`src/rtl/spr_pkg.sv`:
```
package spr_pkg;

    localparam int unsigned XLEN    = 32;
    localparam int unsigned ACC_W   = 2 * XLEN;
    localparam int unsigned NUM_W   = 16;
    localparam int unsigned GRP_LSB = 11;
    localparam int unsigned N_PLAIN = 5;

    localparam int unsigned SR_SUP_BIT  = 0;
    localparam int unsigned SR_DMMU_BIT = 5;
    localparam int unsigned SR_IMMU_BIT = 6;
    localparam logic [XLEN-1:0] SR_GUARD =
        (XLEN'(1) << SR_SUP_BIT) | (XLEN'(1) << SR_DMMU_BIT) | (XLEN'(1) << SR_IMMU_BIT);
    localparam logic [XLEN-1:0] SR_RESET = XLEN'(1) << SR_SUP_BIT;

    typedef enum logic [3:0] {
        SEL_NONE,
        SEL_VER,
        SEL_UNITS,
        SEL_CPUCFG,
        SEL_DCFG,
        SEL_ICFG,
        SEL_NPC,
        SEL_STAT,
        SEL_PPC,
        SEL_EPC,
        SEL_EADDR,
        SEL_ESTAT,
        SEL_ACC_LO,
        SEL_ACC_HI,
        SEL_IMASK,
        SEL_IPEND
    } spr_sel_e;

    typedef struct packed {
        logic            wr;
        spr_sel_e        sel;
        logic [XLEN-1:0] data;
    } spr_wr_t;

    function automatic logic [NUM_W-1:0] spr_num(input int unsigned grp, input int unsigned idx);
        return NUM_W'((grp << GRP_LSB) + idx);
    endfunction

    localparam logic [NUM_W-1:0] N_VER    = spr_num(0, 0);
    localparam logic [NUM_W-1:0] N_UNITS  = spr_num(0, 1);
    localparam logic [NUM_W-1:0] N_CPUCFG = spr_num(0, 2);
    localparam logic [NUM_W-1:0] N_DCFG   = spr_num(0, 3);
    localparam logic [NUM_W-1:0] N_ICFG   = spr_num(0, 4);
    localparam logic [NUM_W-1:0] N_NPC    = spr_num(0, 16);
    localparam logic [NUM_W-1:0] N_STAT   = spr_num(0, 17);
    localparam logic [NUM_W-1:0] N_PPC    = spr_num(0, 18);
    localparam logic [NUM_W-1:0] N_EPC    = spr_num(0, 32);
    localparam logic [NUM_W-1:0] N_EADDR  = spr_num(0, 48);
    localparam logic [NUM_W-1:0] N_ESTAT  = spr_num(0, 64);
    localparam logic [NUM_W-1:0] N_ACC_LO = spr_num(5, 1);
    localparam logic [NUM_W-1:0] N_ACC_HI = spr_num(5, 2);
    localparam logic [NUM_W-1:0] N_IMASK  = spr_num(9, 0);
    localparam logic [NUM_W-1:0] N_IPEND  = spr_num(9, 2);

    function automatic spr_sel_e spr_lookup(input logic [XLEN-1:0] num);
        spr_sel_e s;
        s = SEL_NONE;
        if (num[XLEN-1:NUM_W] == '0) begin
            case (num[NUM_W-1:0])
                N_VER:    s = SEL_VER;
                N_UNITS:  s = SEL_UNITS;
                N_CPUCFG: s = SEL_CPUCFG;
                N_DCFG:   s = SEL_DCFG;
                N_ICFG:   s = SEL_ICFG;
                N_NPC:    s = SEL_NPC;
                N_STAT:   s = SEL_STAT;
                N_PPC:    s = SEL_PPC;
                N_EPC:    s = SEL_EPC;
                N_EADDR:  s = SEL_EADDR;
                N_ESTAT:  s = SEL_ESTAT;
                N_ACC_LO: s = SEL_ACC_LO;
                N_ACC_HI: s = SEL_ACC_HI;
                N_IMASK:  s = SEL_IMASK;
                N_IPEND:  s = SEL_IPEND;
                default:  s = SEL_NONE;
            endcase
        end
        return s;
    endfunction

    // Order of the plain read/write registers inside the system bank.
    function automatic spr_sel_e plain_sel(input int unsigned i);
        case (i)
            0:       return SEL_NPC;
            1:       return SEL_PPC;
            2:       return SEL_EPC;
            3:       return SEL_EADDR;
            default: return SEL_ESTAT;
        endcase
    endfunction

endpackage

```
`src/rtl/spr_decode.sv`:
```
module spr_decode
    import spr_pkg::*;
#(
    parameter int unsigned IMM_W = 16
) (
    input  logic [XLEN-1:0]  base_i,
    input  logic [IMM_W-1:0] imm_i,
    input  logic             wr_en_i,
    input  logic [XLEN-1:0]  wdata_i,
    output spr_sel_e         sel_o,
    output spr_wr_t          wr_o
);
    logic [XLEN-1:0] num;

    // Register number is an OR of the operands, never an addition.
    assign num   = base_i | XLEN'(imm_i);
    assign sel_o = spr_lookup(num);

    always_comb begin
        wr_o.wr   = wr_en_i && (sel_o != SEL_NONE);
        wr_o.sel  = sel_o;
        wr_o.data = wdata_i;
    end
endmodule

```
`src/rtl/spr_sys_regs.sv`:
```
module spr_sys_regs
    import spr_pkg::*;
(
    input  logic            clk,
    input  logic            rst,
    input  spr_wr_t         wr_i,
    output logic [XLEN-1:0] stat_o,
    output logic [XLEN-1:0] plain_o [N_PLAIN],
    output logic            flush_o
);
    logic [XLEN-1:0] stat_q;
    logic            flush_q;
    logic            stat_hit;
    logic            guard_change;

    assign stat_hit     = wr_i.wr && (wr_i.sel == SEL_STAT);
    assign guard_change = ((stat_q ^ wr_i.data) & SR_GUARD) != '0;

    always_ff @(posedge clk) begin
        if (rst) begin
            stat_q  <= SR_RESET;
            flush_q <= 1'b0;
        end else begin
            flush_q <= stat_hit && guard_change;
            if (stat_hit) stat_q <= wr_i.data;
        end
    end

    for (genvar i = 0; i < N_PLAIN; i++) begin : g_plain
        localparam spr_sel_e MY_SEL = plain_sel(i);
        logic [XLEN-1:0] q;
        always_ff @(posedge clk) begin
            if (rst)                                  q <= '0;
            else if (wr_i.wr && (wr_i.sel == MY_SEL)) q <= wr_i.data;
        end
        assign plain_o[i] = q;
    end

    assign stat_o  = stat_q;
    assign flush_o = flush_q;
endmodule

```
`src/rtl/spr_acc_regs.sv`:
```
module spr_acc_regs
    import spr_pkg::*;
(
    input  logic             clk,
    input  logic             rst,
    input  spr_wr_t          wr_i,
    output logic [ACC_W-1:0] acc_o
);
    localparam int unsigned N_HALF = ACC_W / XLEN;
    logic [XLEN-1:0] half_q [N_HALF];

    for (genvar h = 0; h < N_HALF; h++) begin : g_half
        localparam spr_sel_e MY_SEL = (h == 0) ? SEL_ACC_LO : SEL_ACC_HI;
        always_ff @(posedge clk) begin
            if (rst)                                  half_q[h] <= '0;
            else if (wr_i.wr && (wr_i.sel == MY_SEL)) half_q[h] <= wr_i.data;
        end
        assign acc_o[h*XLEN +: XLEN] = half_q[h];
    end
endmodule

```
`src/rtl/spr_pic_regs.sv`:
```
module spr_pic_regs
    import spr_pkg::*;
(
    input  logic            clk,
    input  logic            rst,
    input  spr_wr_t         wr_i,
    input  logic [XLEN-1:0] irq_set_i,
    output logic [XLEN-1:0] mask_o,
    output logic [XLEN-1:0] pend_o
);
    logic [XLEN-1:0] mask_q;
    logic [XLEN-1:0] pend_q;
    logic [XLEN-1:0] clr;

    assign clr = (wr_i.wr && (wr_i.sel == SEL_IPEND)) ? wr_i.data : '0;

    always_ff @(posedge clk) begin
        if (rst) begin
            mask_q <= '0;
            pend_q <= '0;
        end else begin
            if (wr_i.wr && (wr_i.sel == SEL_IMASK)) mask_q <= mask_q | wr_i.data;
            pend_q <= (pend_q & ~clr) | irq_set_i;
        end
    end

    assign mask_o = mask_q;
    assign pend_o = pend_q;
endmodule

```
`src/rtl/spr_unit.sv`:
```
module spr_unit
    import spr_pkg::*;
#(
    parameter int unsigned     IMM_W      = 16,
    parameter logic [XLEN-1:0] VER_VALUE  = 32'h12AB_00C7,
    parameter logic [XLEN-1:0] VER_MASK   = 32'hFF00_003F,
    parameter logic [XLEN-1:0] UNITS_CFG  = 32'h0000_0619,
    parameter logic [XLEN-1:0] CPU_CFG    = 32'h0000_0020,
    parameter logic [XLEN-1:0] DMMU_CFG   = 32'h0000_0018,
    parameter logic [XLEN-1:0] IMMU_CFG   = 32'h0000_0018
) (
    input  logic              clk,
    input  logic              rst,
    input  logic              rd_en_i,
    input  logic              wr_en_i,
    input  logic [XLEN-1:0]   base_i,
    input  logic [IMM_W-1:0]  imm_i,
    input  logic [XLEN-1:0]   wdata_i,
    input  logic [XLEN-1:0]   prev_rd_i,
    input  logic [XLEN-1:0]   irq_set_i,
    output logic [XLEN-1:0]   rdata_o,
    output logic              flush_o,
    output logic [XLEN-1:0]   sr_o,
    output logic [XLEN-1:0]   npc_o,
    output logic [XLEN-1:0]   ppc_o,
    output logic [XLEN-1:0]   epcr_o,
    output logic [XLEN-1:0]   eear_o,
    output logic [XLEN-1:0]   esr_o,
    output logic [ACC_W-1:0]  mac_o,
    output logic [XLEN-1:0]   pic_mask_o,
    output logic [XLEN-1:0]   pic_stat_o
);
    spr_sel_e        sel;
    spr_wr_t         wr;
    logic [XLEN-1:0] plain [N_PLAIN];

    spr_decode #(.IMM_W(IMM_W)) u_dec (
        .base_i  (base_i),
        .imm_i   (imm_i),
        .wr_en_i (wr_en_i),
        .wdata_i (wdata_i),
        .sel_o   (sel),
        .wr_o    (wr)
    );

    spr_sys_regs u_sys (
        .clk     (clk),
        .rst     (rst),
        .wr_i    (wr),
        .stat_o  (sr_o),
        .plain_o (plain),
        .flush_o (flush_o)
    );

    spr_acc_regs u_acc (
        .clk   (clk),
        .rst   (rst),
        .wr_i  (wr),
        .acc_o (mac_o)
    );

    spr_pic_regs u_pic (
        .clk       (clk),
        .rst       (rst),
        .wr_i      (wr),
        .irq_set_i (irq_set_i),
        .mask_o    (pic_mask_o),
        .pend_o    (pic_stat_o)
    );

    assign npc_o  = plain[0];
    assign ppc_o  = plain[1];
    assign epcr_o = plain[2];
    assign eear_o = plain[3];
    assign esr_o  = plain[4];

    always_comb begin
        rdata_o = prev_rd_i;
        if (rd_en_i) begin
            case (sel)
                SEL_VER:    rdata_o = VER_VALUE & VER_MASK;
                SEL_UNITS:  rdata_o = UNITS_CFG;
                SEL_CPUCFG: rdata_o = CPU_CFG;
                SEL_DCFG:   rdata_o = DMMU_CFG;
                SEL_ICFG:   rdata_o = IMMU_CFG;
                SEL_NPC:    rdata_o = npc_o;
                SEL_STAT:   rdata_o = sr_o;
                SEL_PPC:    rdata_o = ppc_o;
                SEL_EPC:    rdata_o = epcr_o;
                SEL_EADDR:  rdata_o = eear_o;
                SEL_ESTAT:  rdata_o = esr_o;
                SEL_ACC_LO: rdata_o = mac_o[XLEN-1:0];
                SEL_ACC_HI: rdata_o = mac_o[ACC_W-1:XLEN];
                SEL_IMASK:  rdata_o = pic_mask_o;
                SEL_IPEND:  rdata_o = pic_stat_o;
                default:    rdata_o = prev_rd_i;
            endcase
        end
    end
endmodule

```
`config.mk`:
```
export PLATFORM = sky130hd
export DESIGN_NAME = spr_unit
export DESIGN_NICKNAME = d
export VERILOG_FILES = /design/src/rtl/spr_pkg.sv /design/src/rtl/spr_decode.sv /design/src/rtl/spr_sys_regs.sv /design/src/rtl/spr_acc_regs.sv /design/src/rtl/spr_pic_regs.sv /design/src/rtl/spr_unit.sv
export SDC_FILE = /design/constraint.sdc
export NUM_CORES = 1
export LEC_CHECK = 0
export BUFFER_PORTS_ARGS = -buffer_cell sky130_fd_sc_hd__buf_2
export CORE_AREA = 2 2 195 197
export CTS_BUF_LIST = sky130_fd_sc_hd__clkbuf_2 sky130_fd_sc_hd__clkbuf_4 sky130_fd_sc_hd__clkbuf_8
export CTS_CLUSTER_SIZE = 30
export DETAILED_ROUTE_END_ITERATION = 8
export DIE_AREA = 0 0 197 199
export PLACE_DENSITY = 0.79
export RECOVER_POWER = 25
export SLEW_MARGIN = 20
export SYNTH_ARGS = -nofsm -noshare
export SYNTH_HDL_FRONTEND = slang
export SYNTH_SLANG_ARGS = --single-unit
```
`constraint.sdc`:
```
create_clock -name clk -period 5 [get_ports clk]
set_clock_uncertainty 0.05 [all_clocks]
set_input_delay 1 -clock clk [delete_from_list [all_inputs] [get_ports clk]]
set_output_delay 1 -clock clk [all_outputs]
set_load 0.02 [all_outputs]
```
==> results of run 1 <==
[worst paths after layout]
path,depth (start not counted),slack (ps),endpoint,start
setup / recovery,15,2,rdata_o[11],base_i[8]
hold / removal,2,420,u_sys.g_plain[4].q[17]$_SDFFE_PP0P_,u_sys.g_plain[4].q[17]$_SDFFE_PP0P_
setup reg to reg,2,3930,u_sys.flush_o$_SDFF_PP0_,u_sys.stat_o[6]$_SDFFE_PP0P_
hold reg to reg,2,420,u_sys.g_plain[4].q[17]$_SDFFE_PP0P_,u_sys.g_plain[4].q[17]$_SDFFE_PP0P_
[cells by family (layout without fill, tap and decap cells)]
| group | count (synthesis) | in the layout | synth area share [%] |
|---|---|---|---|
| compound gates | 545 | 545 | 22.8 |
| simple gates | 775 | 775 | 23.3 |
| flops | 321 | 321 | 46.0 |
| buf+inv | 223 | 904 | 6.18 |
| mux | 20 | 20 | 1.39 |
| other cells | 0 | 1 | 0 |
| xor+xnor | 6 | 6 | 0.342 |
[placed cells by master (no fill, tap or decap), types with 12 or more instances in the layout]
| cell type | count |
|---|---|
| nand2_1 | 404 |
| buf_2 | 294 |
| a21oi_1 | 263 |
| dfxtp_1 | 257 |
| buf_4 | 220 |
| clkbuf_1 | 180 |
| nor2_1 | 123 |
| and2_1 | 66 |
| clkbuf_8 | 64 |
| edfxtp_1 | 64 |
| nand3_1 | 55 |
| o21ai_0 | 53 |
| inv_1 | 48 |
| a311oi_1 | 33 |
| and3_1 | 30 |
| buf_12 | 27 |
| buf_6 | 25 |
| a31oi_1 | 22 |
| clkbuf_4 | 17 |
| o21ai_1 | 16 |
| a22o_1 | 15 |
| clkinv_2 | 14 |
| nor3_1 | 12 |
| a22oi_1 | 12 |
| nand4_1 | 12 |
[flip-flops by register name, summed over array words and instances (netlist names)]
register / flops
u_sys.g_plain.q: 160
u_acc.half_q: 64
u_pic.mask_o: 32
u_pic.pend_o: 32
u_sys.stat_o: 32
u_sys.flush_o: 1
[through the flow]
stage                     worst slack, ps  instance area, um^2  hold WS [ps]
final                                1.61                22000           417
after global placement               -452                19800           398
after global routing                -42.5                22000           433
after detailed placement             -438                19800           403
after CTS                           -12.0                21400           412
after floorplan                       284                15400           486
[layer usage]
metal / global-route usage, % / part of all wire [%] / wire length (um) / vias to the layer above
met3: 9.39 / 12 / 9860 / 297
li1: - / - / - / 7990
met4: 18.6 / 6.0 / 4860 / 0
met5: 0 / 0 / 0 / -
met1: 50.5 / 38 / 30800 / 8729
met2: 61.8 / 44 / 35600 / 1468
[where the power goes]
| group | internal (uW) | switching [uW] | total [uW] | leakage, uW |
|---|---|---|---|---|
| combinational | 138 | 289 | 427 | 0.00522 |
| sequential | 2680 | 48.1 | 2730 | 0.00269 |
| clock | 1380 | 1140 | 2520 | 0.000619 |
| total | 4200 | 1470 | 5670 | 0.00853 |
[timing repair]
item                                    in CTS  in global routing
resized for setup                           74                129
gates cloned                                 1                  3
buffers inserted                             8                 19
endpoints found under the setup margin      32                 32
endpoints found under the hold margin        0                  0
pin swaps                                   15                 48
[cell type report]
type | count | area, um^2
tap | 474 | 593
inverter | 48 | 180
clock buffer | 80 | 995
timing repair buffer | 756 | 4810
clock inverter | 20 | 149
fill | 3442 | 15200
antenna | 1 | 2.50
sequential | 321 | 7070
multi-input combinational | 1346 | 8160
[critical path, stage by stage]
cell and delay, ps:
buf_6 90, or4_4 530, or3_4 440, buf_6 140, nor2_4 100, buf_6 140
buf_6 100, nor4_4 40, buf_6 150, buf_4 140, a22o_4 250, a2111oi_4 370
buf_4 180, a31oi_2 100, buf_4 180
==> out/results.tsv, run 1 <==
stage	metric	value	unit
global_routing	initial antenna violation count	1	
die	I/O pins	501	
timing	TNS Setup	0	ps
clock_tree	H-tree Lvls	2	
drt	Initial DRC Count	2112	
timing	RSZ-0062 raised after global routing	yes	
drt	Routed WL	81100	um
yosys	Syn Nets	2038	
yosys	Post-synth EDFFs	64	
clock_tree	CTS clk-pin slew, worst paths	60	ps
clock_tree	hold-fix buffers at CTS	0	
final_layout	layout cells sized above 1	31.3	%
final_layout	synthesis-to-finish area growth	43.0	%
power	cell area power density	258	mW/mm^2
timing	max frequency	0.200	GHz
worst_hold_path	Hold Path Class	reg2reg	
clock_tree	worst skew pair latency	620	ps
clock_tree	Clock Sink Count	321	
timing	final setup vio count	0	
yosys	sequential share of the synthesized area	46.0	%
die	core box area	0.0371	mm^2
timing	Max Slew Vio Count	0	
placed_design	HPWL after DPL	57700	um
die	die height	199	um
drt	Via density	6.07	
die	Initial Util	41.3	%
placed_design	PortBufs	500	
global_routing	largest net degree at the start of global routing	144	
timing	final hold viol count	0	
worst_setup_path	CP Data Arrival Time	3950	ps
drt	DRC	0	
yosys	synth unique cells	83	
run_status	status	finished, final reports clean	
drt	routed vias	18500	
final_layout	fin cells	3046	
clock_tree	Clock Tree Buf Depth	3	
flow_run	max-cap viol count	0	
drt	Post-DRT Antenna Nets	0	
power	IR drop worst, VDD	0.194	mV
yosys	top cells by count, synth	nand2_1 (407), a21oi_1 (269), dfxtp_1 (257)	
timing	Tmin final	5000	ps
clock_tree	CTS root buffer	clkbuf_8	
yosys	Mean Syn Cell Area	8.12	um^2
yosys	mapped cell area	0.0154	mm^2
yosys	top_reg_cell synth	dfxtp_1	
final_layout	nets	2675	
placed_design	Final Wtd Congestion	0.984	
worst_setup_path	startpoint types	input pin	
yosys	Ys Warns	0	
yosys	post-synth top area cell	dfxtp_1	
die	Rows	71	
worst_setup_path	critical path class	in2out	
clock_tree	CTS Buf Count	54	
timing	Slew headroom	27.1	%
clock_tree	CTS tree	built	
worst_setup_path	crit-path max FO	6	
worst_setup_path	Setup crit end kind	primary output	
yosys	#FFs+latches synth	321	
yosys	count leader, synth	nand2_1	
power	Final Power	5670	uW
placed_design	placed insts	2916	
power	Leakage	0.00853	uW
global_routing	Total Routing Usage GR	39.1	%
global_routing	first-pass GRT wire length	113000	um
final_layout	fin util	59.1	%
global_routing	vias in the first global route	17400	
yosys	async set-reset flop share out of synthesis	0	%
die	die area	0.0392	mm^2
yosys	main area contributors after synthesis	dfxtp_1 (34%), edfxtp_1 (13%), nand2_1 (10%)	
worst_setup_path	worst endpoint required time	3950	ps
drt	WL/cell	26.6	um
yosys	cells after synthesis	1890	
timing	worst slew pin tran	1090	ps
timing	final period utilization	100	%
die	chip width	197	um
yosys	top cell type's share of synthesized area	33.5	%
global_routing	Congestion Overflow GR	0	
drt	TritonRoute pass-1 iters	8	
No activity file was read; power rests on OpenSTA's default activity.
==> inputs of run 2 (changes only) <==
--- a/config.mk
+++ b/config.mk
@@ -19 +19,2 @@
 export SYNTH_SLANG_ARGS = --single-unit
+export TNS_END_PERCENT = 50
==> constraint.sdc (replaced) <==
create_clock -name clk -period 5 [get_ports clk]
set_clock_uncertainty 0.05 [all_clocks]
set_input_delay 1.5 -clock clk [delete_from_list [all_inputs] [get_ports clk]]
set_output_delay 1.5 -clock clk [all_outputs]
set_load 0.1 [all_outputs]
==> run 2 against run 1 <==
Against the previous run:
- the flow now finishes with violations (negative setup slack)
- power grew 8.8%
- first-iteration DRC count decreased by 3.2%
- core utilization increased by 5.6 points
- sequential power about the same
- sequential cell count did not move
- fmax is 17% lower
- critical path depth did not move
- cell area up 9.5%
- via count up 3.1%
- clock-buffer cell count decreased by 3
- cell count grew 2.9%
- setup slack got worse by 1000 ps
- critical endpoint is now rdata_o[28]
==> out/results.tsv, run 2 (synthesis results as in run 1) <==
stage	metric	value	unit
drt	Via density	6.08	
clock_tree	Clock Tree Buf Depth	3	
die	die height	199	um
final_layout	commonest non-fill, non-tap cell in the layout	nand2_1	
timing	final hold viol count	0	
drt	Metal-1 WL	30500	um
global_routing	first-pass GRT wire length	115000	um
worst_setup_path	startpoint types	input pin	
final_layout	most frequent cells in the layout	nand2_1 (402), buf_2 (285), a21oi_1 (263)	
die	core box area	0.0371	mm^2
drt	Initial DRC Count	2045	
worst_hold_path	Hold Path Class	reg2reg	
final_layout	layout cells sized above 1	35.5	%
final_layout	synthesis-to-finish area growth	56.6	%
drt	WL met3	9820	um
global_routing	Total Routing Usage GR	39.7	%
worst_setup_path	worst endpoint required time	3450	ps
worst_setup_path	R2R cell count	2	
clock_tree	CTS tree	built	
worst_setup_path	Setup crit end kind	primary output	
flow_run	max-cap viol count	0	
worst_setup_path	crit-path max FO	5	
clock_tree	worst skew pair latency	650	ps
clock_tree	CTS clk-pin slew, worst paths	60	ps
final_layout	fin cells	3134	
final_layout	top flop regs	u_sys.g_plain.q x160, u_acc.half_q x64	
power	Leakage	0.00938	uW
drt	Post-DRT Antenna Nets	0	
global_routing	initial antenna violation count	1	
run_status	status	finished with violations	
worst_setup_path	FF-to-FF Start	u_sys.stat_o[0]$_SDFFE_PP1P_	
drt	TritonRoute pass-1 iters	6	
timing	RSZ-0062 raised after global routing	yes	
final_layout	Reg with most FFs	u_sys.g_plain.q	
clock_tree	H-tree Lvls	2	
final_layout	Multi-input gate area	0.00868	mm^2
final_layout	register area	0.00707	mm^2
drt	DR top layer	met4	
run_status	failing checks	negative setup slack	
drt	DRC	0	
timing	final setup vio count	32	
die	chip width	197	um
placed_design	Cell Area, Placed	0.0215	mm^2
placed_design	PortBufs	500	
placed_design	placed insts	2969	
timing	worst slew pin tran	1300	ps
die	Initial Util	41.3	%
worst_setup_path	CP endpoint	rdata_o[28]	
timing	Slew headroom	14.0	%
worst_setup_path	register-to-register setup slack	4010	ps
timing	post-route setup slack	-1020	ps
final_layout	# fillers	3088	
worst_setup_path	r2r endpoint	u_sys.stat_o[0]$_SDFFE_PP1P_	
timing	final period utilization	120	%
worst_setup_path	CP Data Arrival Time	4470	ps
clock_tree	CTS root buffer	clkbuf_8	
clock_tree	Clock Sink Count	321	
final_layout	max reg flops	160	
drt	WL/cell	26.3	um
placed_design	Final Wtd Congestion	1.01	
die	I/O pins	501	
final_layout	Final Cell Area	0.0240	mm^2
power	IR drop worst, VDD	0.193	mV
timing	Max Slew Vio Count	0	
timing	Tmin final	6020	ps
global_routing	Congestion Overflow GR	0	
worst_setup_path	critical path class	in2out	
drt	Routed WL	82500	um
global_routing	vias in the first global route	18100	
worst_setup_path	CP startpoint	base_i[6]	
final_layout	nets	2762	
power	Final Power	6170	uW
global_routing	largest net degree at the start of global routing	158	
drt	met2 routed WL	37100	um
clock_tree	CTS Buf Count	55	
die	Rows	71	
die	die area	0.0392	mm^2
power	cell area power density	257	mW/mm^2
placed_design	pre-CTS setup slack	-1160	ps
drt	routed vias	19000	
placed_design	HPWL after DPL	56800	um
timing	TNS Setup	-30230	ps
timing	max frequency	0.166	GHz
-- run 2: changes by cell type in the layout (fill, tap and decap cells not counted), sizes merged --
cell / delta
buf: +88
bufinv: +1
clkinv: +3
bufbuf: +1
inv: +1
clkbuf: -6
-- run 2: how the worst min path moves through the flow --
stage	startpoint	to	slack, ps	cells past startpoint
4_1_cts	u_sys.g_plain[0].q[20]$_SDFFE_PP0P_	u_sys.g_plain[0].q[20]$_SDFFE_PP0P_	410	2
5_1_grt	u_sys.g_plain[0].q[20]$_SDFFE_PP0P_	u_sys.g_plain[0].q[20]$_SDFFE_PP0P_	430	2
6_report	u_sys.g_plain[0].q[20]$_SDFFE_PP0P_	u_sys.g_plain[0].q[20]$_SDFFE_PP0P_	420	2
2_1_floorplan	u_sys.g_plain[4].q[28]$_SDFFE_PP0P_	u_sys.g_plain[4].q[28]$_SDFFE_PP0P_	840	2
3_5_place_dp	u_sys.g_plain[0].q[20]$_SDFFE_PP0P_	u_sys.g_plain[0].q[20]$_SDFFE_PP0P_	410	2
3_3_place_gp	u_sys.g_plain[4].q[27]$_SDFFE_PP0P_	u_sys.g_plain[4].q[27]$_SDFFE_PP0P_	400	2
-- run 2: what timing repair did --
action	in CTS	in global routing
gates cloned	7	4
setup endpoints to repair	32	32
gates resized for setup	103	81
endpoints found under the hold margin	0	0
buffers inserted	33	32
hold buffers	0	0
pin swaps	46	64
-- run 2: area by class of cell --
class	count	area share [%]
well taps	474	2.47
flip-flops and latches	321	29.4
clock buffers	77	4.10
inverters	48	0.749
clock inverters	25	0.853
multi-input cells	1346	36.1
repair buffers	842	26.3
diodes	1	0.0104
-- run 2: metrics by stage --
stage               hold slack (ps)  util (%)
floorplan                       836         -
global placement                397      57.9
detailed placement              406      57.9
CTS                             415      63.6
global route                    431      64.7
finish                          419      64.7
-- run 2: critical path: stages --
cell and delay (ps):
buf_6 90, or4_4 570, nor4_4 360, buf_4 210, buf_6 120, and4_4 230, buf_6 100, a221oi_4 50
o21ai_1 190, nor2_1 110, buf_4 160, a2111oi_4 350, buf_4 180, a21oi_4 60, buf_12 170
-- run 2: routing by layer --
metal | vias to the layer above | global-route usage (%)
met4 | 0 | 21.5
met2 | 1454 | 63.1
met1 | 9072 | 49.3
li1 | 8164 | -
met3 | 359 | 10.3
met5 | - | 0
-- run 2: where the power goes --
part	internal, uW	total, uW	switching, uW
Clock	1430	2600	1160
Combinational	193	847	654
Sequential	2680	2730	45.6
Total	4310	6170	1860
